## src/rtl/adcseq_pkg.sv

```systemverilog
package adcseq_pkg;
  typedef enum logic {PH_A = 1'b0, PH_B = 1'b1} phase_e;
endpackage

```

## src/rtl/adcseq_sample_cnt.sv

```systemverilog
module adcseq_sample_cnt #(
  parameter int CNT_W = 4
) (
  input  logic             clk,
  input  logic             rst,
  input  logic [CNT_W-1:0] limit_i,
  input  logic             done_i,
  input  logic             force_i,
  output logic             restart_o
);
  logic [CNT_W-1:0] cnt_q;
  logic             wrap;

  assign wrap      = done_i && (cnt_q == limit_i);
  assign restart_o = force_i || wrap;

  always_ff @(posedge clk) begin
    if (rst)            cnt_q <= '0;
    else if (restart_o) cnt_q <= '0;
    else if (done_i)    cnt_q <= cnt_q + 1'b1;
  end


  cnt_wrap_chk: assert property (@(posedge clk) disable iff (rst)
    (done_i && cnt_q == limit_i) |=> (cnt_q == '0));


  force_clear_chk: assert property (@(posedge clk) disable iff (rst)
    force_i |=> (cnt_q == '0));
endmodule

```

## src/rtl/adcseq_scan_pick.sv

```systemverilog
module adcseq_scan_pick #(
  parameter int NUM_INPUTS = 16,
  localparam int CH_W = $clog2(NUM_INPUTS)
) (
  input  logic [NUM_INPUTS-1:0] mask_i,
  input  logic [CH_W-1:0]       pos_i,
  output logic                  any_o,
  output logic [CH_W-1:0]       low_o,
  output logic [CH_W-1:0]       next_o
);
  logic [NUM_INPUTS-1:0] above;
  logic [CH_W-1:0]       above_low;
  logic                  above_any;

  for (genvar i = 0; i < NUM_INPUTS; i++) begin : g_above
    assign above[i] = mask_i[i] && (CH_W'(i) > pos_i);
  end

  always_comb begin
    low_o     = '0;
    above_low = '0;
    for (int i = NUM_INPUTS - 1; i >= 0; i--) begin
      if (mask_i[i]) low_o     = CH_W'(i);
      if (above[i])  above_low = CH_W'(i);
    end
  end

  assign any_o     = |mask_i;
  assign above_any = |above;
  assign next_o    = above_any ? above_low : low_o;
endmodule

```

## src/rtl/adcseq_chan_sel.sv

```systemverilog
module adcseq_chan_sel
  import adcseq_pkg::*;
#(
  parameter int NUM_INPUTS = 16,
  parameter int CNT_W      = 4,
  localparam int CH_W      = $clog2(NUM_INPUTS)
) (
  input  logic                  clk,
  input  logic                  rst,
  input  logic [CH_W-1:0]       set_a_ch_i,
  input  logic [CH_W-1:0]       set_b_ch_i,
  input  logic                  alt_en_i,
  input  logic                  scan_en_i,
  input  logic [NUM_INPUTS-1:0] scan_mask_i,
  input  logic [CNT_W-1:0]      smp_per_irq_i,
  input  logic                  seq_done_i,
  input  logic                  irq_evt_i,
  output logic [CH_W-1:0]       ch_sel_o
);
  phase_e          phase_q;
  logic [CH_W-1:0] pos_q;
  logic [CH_W-1:0] ch_q;
  logic            restart;
  logic            mask_any;
  logic [CH_W-1:0] mask_low;
  logic [CH_W-1:0] mask_next;
  logic            scan_live;
  logic [CH_W-1:0] first_ch;
  logic [CH_W-1:0] next_a_ch;
  logic            go_b;

  adcseq_sample_cnt #(.CNT_W(CNT_W)) i_cnt (
    .clk       (clk),
    .rst       (rst),
    .limit_i   (smp_per_irq_i),
    .done_i    (seq_done_i),
    .force_i   (irq_evt_i),
    .restart_o (restart)
  );

  adcseq_scan_pick #(.NUM_INPUTS(NUM_INPUTS)) i_pick (
    .mask_i (scan_mask_i),
    .pos_i  (pos_q),
    .any_o  (mask_any),
    .low_o  (mask_low),
    .next_o (mask_next)
  );

  assign scan_live = scan_en_i && mask_any;
  assign first_ch  = scan_live ? mask_low : set_a_ch_i;
  assign next_a_ch = scan_live ? mask_next : set_a_ch_i;
  assign go_b      = alt_en_i && (phase_q == PH_A);

  always_ff @(posedge clk) begin
    if (rst || restart) begin
      phase_q <= PH_A;
      pos_q   <= mask_low;
      ch_q    <= first_ch;
    end else if (seq_done_i) begin
      if (go_b) begin
        phase_q <= PH_B;
        ch_q    <= set_b_ch_i;
      end else begin
        phase_q <= PH_A;
        ch_q    <= next_a_ch;
        if (scan_live) pos_q <= mask_next;
      end
    end
  end

  assign ch_sel_o = ch_q;


  hold_chk: assert property (@(posedge clk) disable iff (rst)
    (!seq_done_i && !irq_evt_i) |=> $stable(ch_sel_o));


  irq_restart_chk: assert property (@(posedge clk) disable iff (rst)
    irq_evt_i |=> (phase_q == PH_A));


  alt_b_chk: assert property (@(posedge clk) disable iff (rst)
    (seq_done_i && !restart && alt_en_i && phase_q == PH_A)
      |=> (ch_sel_o == $past(set_b_ch_i)));


  fixed_a_chk: assert property (@(posedge clk) disable iff (rst)
    (seq_done_i && !alt_en_i && !scan_en_i) |=> (ch_sel_o == $past(set_a_ch_i)));


  scan_member_chk: assert property (@(posedge clk) disable iff (rst)
    (seq_done_i && !alt_en_i && scan_en_i && (|scan_mask_i))
      |=> ((($past(scan_mask_i) >> ch_sel_o) & NUM_INPUTS'(1)) != '0));


  pos_hold_chk: assert property (@(posedge clk) disable iff (rst)
    (seq_done_i && !restart && go_b) |=> $stable(pos_q));
endmodule

```

## config.mk

```make
export PLATFORM = sky130hd
export DESIGN_NAME = adcseq_chan_sel
export DESIGN_NICKNAME = d
export VERILOG_FILES = /design/src/rtl/adcseq_pkg.sv /design/src/rtl/adcseq_sample_cnt.sv /design/src/rtl/adcseq_scan_pick.sv /design/src/rtl/adcseq_chan_sel.sv
export SDC_FILE = /design/constraint.sdc
export NUM_CORES = 1
export LEC_CHECK = 0
export BUFFER_PORTS_ARGS = -buffer_cell sky130_fd_sc_hd__buf_2
export CORE_UTILIZATION = 47
export DETAILED_ROUTE_END_ITERATION = 6
export PLACE_DENSITY = 0.75
export SETUP_SLACK_MARGIN = 0.15
export SLEW_MARGIN = 10
export SYNTH_ARGS = -nofsm -noshare
export SYNTH_HDL_FRONTEND = slang
export SYNTH_SLANG_ARGS = --single-unit
```

## constraint.sdc

```tcl
create_clock -name clk -period 4 [get_ports clk]
set_clock_uncertainty 0.2 [all_clocks]
set_input_delay 0.8 -clock clk [delete_from_list [all_inputs] [get_ports clk]]
set_output_delay 0.8 -clock clk [all_outputs]
set_load 0.03 [all_outputs]
```

==> results.py <==
metrics = {
    "setup_path": {
        "cp.arrival_ns": 2.69,
        "critPathLaunchType": "flip-flop",
        "critPathRequiredTime_ns": 3.82,
        "cp-end-kind": "flip-flop",
        "crit_path_max_fanout": 17,
        "reg2regPathDepth": 6,
        "critPathKind": "flip-flop to flip-flop",
    },
    "grt": {
        "grt_max_degree": 18,
        "grtUsageMet1_pct": 34.93,
        "grt_pass1_wl_um": 6913,
        "antenna_found_initial": 0,
        "grt_util_met2_pct": 46.18,
        "grt_pass1_vias": 1509,
        "track_usage_pct": 26.45,
        "top_usage_layer": "met2",
        "globalRouteMet3Util_pct": 5.134,
        "grt_overflow": 0,
    },
    "drt": {
        "drtIter0Drc": 75,
        "ant_nets": 0,
        "vias": 1561,
        "wl_per_cell_um": 16.55,
        "finalWirelength_um": 4037,
        "drtPass1Iterations": 4,
        "viasPerCell": 6.398,
        "route.detailed.drc": 0,
    },
    "synth": {
        "syn_inst": 180,
        "ys_types": 62,
        "ys.flop_type": "edfxtp_1",
        "synth_top_area_cell": "edfxtp_1",
        "synth_area_leaders": "edfxtp_1 17%, dfxtp_1 6.9%, a21oi_1 4.5%",
        "synthArstFlopShare_pct": 0,
        "synth.most_common_cell": "nor2_1",
        "synth_top_area_share_pct": 16.52,
        "synth_edf_count": 8,
        "syn-cell-area_um2": 1454,
        "synth-seq-cells": 13,
        "seq_area_frac_synth_pct": 23.41,
        "syn_nets": 215,
        "synth_common_cells": "16 x nor2_1, 13 x a21oi_1, 13 x nand2_1",
        "syn_area_per_cell_um2": 8.077,
        "ys_warn_count": 0,
    },
    "sta": {
        "setup_ws_ns": 1.132,
        "max_freq_mhz": 348.6,
        "setup-tns-final_ns": 0,
        "tightest_slew_ns": 0.5759,
        "rsz0062_at_grt": "false",
        "slew-limit-headroom_pct": 61.60,
        "setup_viol": 0,
        "fin_crit_sh_pct": 71.71,
        "maxSlewViolCount": 0,
        "hold_violations": 0,
        "post-route-min-period_ns": 2.868,
    },
    "floorplanning": {
        "fp.dieArea_um2": 3320,
        "die_y_um": 57.62,
        "dieWidth_um": 57.62,
        "io-pin-count": 38,
        "core_area_um2": 2853,
        "start_util_pct": 50.96,
        "rows": 19,
    },
    "clock_tree": {
        "cts_resized": 0,
        "cts_tree": "yes",
        "cts_buffers": 3,
        "root_buffer": "clkbuf_4",
        "cts.clk_slew.worst_paths_ns": 0.08,
        "cts_htree_levels": 1,
        "clock_sinks": 13,
        "ctsHoldBuffers": 0,
        "clockBufferDepth": 2,
        "worstSkewPairLatency_ns": 0.28,
        "post_cts_buffers": 0,
    },
    "pwr": {
        "clockPowerShare_pct": 18.8,
        "leakage_nw": 0.6460,
        "comb_power_share_pct": 39.2,
        "power.internal_mw": 0.2648,
        "p_sw_mw": 0.1672,
        "power_per_cell_area_nw_per_um2": 263.2,
        "swShare_pct": 38.70,
        "p_seq_share_pct": 41.9,
        "fin_total_pwr_mw": 0.4320,
        "peakVddDrop_v": 0.0002365,
    },
    "final_layout": {
        "utilization_pct": 57.54,
        "n_antenna_cell": 0,
        "nets": 249,
        "drive_gt1_share_pct": 25.35,
        "area_growth_pct": 12.91,
    },
    "min_path": {
        "min_path_type": "flip-flop to flip-flop",
        "holdPathStages": 2,
    },
    "place": {
        "portBuffers": 37,
        "preCtsSetupSlack_ns": 0.9940,
        "dpl.hpwl_um": 3190,
        "gp_congestion": 0.8973,
    },
    "outcome": {
        "run_status": "completed",
    },
    "run": {
        "drv_cap": 0,
    },
}
per-stage QoR:
step | std cells | hold slack [ns] | cell area (um^2)
final | 244 | 0.3534 | 1642
after global routing | 244 | 0.3992 | 1642
after CTS | 244 | 0.3532 | 1642
after detailed placement | 240 | 0.3236 | 1615
after global placement | 240 | 0.2912 | 1615
after floorplan | 180 | 0.2748 | 1454
cell families after synthesis:
logic type | Yosys count | share of synthesized area [%]
fa+ha+maj | 1 | 0.8604
xor+xnor | 7 | 4.217
buf+inv | 14 | 5.852
mux | 2 | 1.377
flops | 13 | 23.41
compound gates | 68 | 33.74
simple gates | 75 | 30.55
layer usage:
layer	up-vias	share of wire (%)
met1	744	43
met3	0	6.1
met4	0	0
li1	766	-
met2	51	51
met5	-	0
sequential cells by signal (all words and copies together) (netlist names):
register and count:
ch_sel_o 4, i_cnt.cnt_q 4, pos_q 4, phase_q 1
critical path, stage by stage (launching register included):
cell	delay [ns]
edfxtp_1	0.69
a21boi_0	0.32
o31ai_1	0.58
nand3b_2	0.21
or2_1	0.28
and2_1	0.18
a2bb2oi_1	0.14
power by group through the flow:
stage | combinational, mW | sequential (mW) | clock (mW)
floorplan | 0.125 | 0.176 | 0
global placement | 0.159 | 0.183 | 0
detailed placement | 0.166 | 0.184 | 0
CTS | 0.167 | 0.181 | 0.0825
global route | 0.186 | 0.183 | 0.0911
finish | 0.169 | 0.181 | 0.0814
cell type report:
| cell class | instances | area [um^2] |
|---|---|---|
| Multi-Input combinational cell | 153 | 1028 |
| Fill cell | 286 | 1211 |
| Clock buffer | 4 | 26.28 |
| Tap cell | 31 | 38.79 |
| Inverter | 6 | 22.52 |
| Timing Repair Buffer | 37 | 185.2 |
| Sequential cell | 13 | 340.3 |
path summary, 6_finish.rpt:
check | start | end | slack [ns]
max | pos_q[1] | pos_q[0] | 1.13
min | phase_q | phase_q | 0.35
max reg2reg | pos_q[1] | pos_q[0] | 1.13
min reg2reg | phase_q | phase_q | 0.35
cell usage in the layout, fill, tap and decap left out, types with 5 or more instances in the layout:
| master | synthesis | final |
|---|---|---|
| nor2b_1 | 7 | 7 |
| o211ai_1 | 7 | 7 |
| o31ai_1 | 5 | 5 |
| dfxtp_1 | 5 | 5 |
| buf_2 | 2 | 37 |
| o21ai_0 | 7 | 7 |
| edfxtp_1 | 8 | 8 |
| nor2_1 | 16 | 16 |
| nor3_1 | 5 | 5 |
| a21oi_1 | 13 | 13 |
| inv_1 | 6 | 6 |
| xor2_1 | 5 | 5 |
| nand2_1 | 13 | 13 |
| nand3_1 | 5 | 5 |
Note: power is estimated with default switching activity, not from simulation.
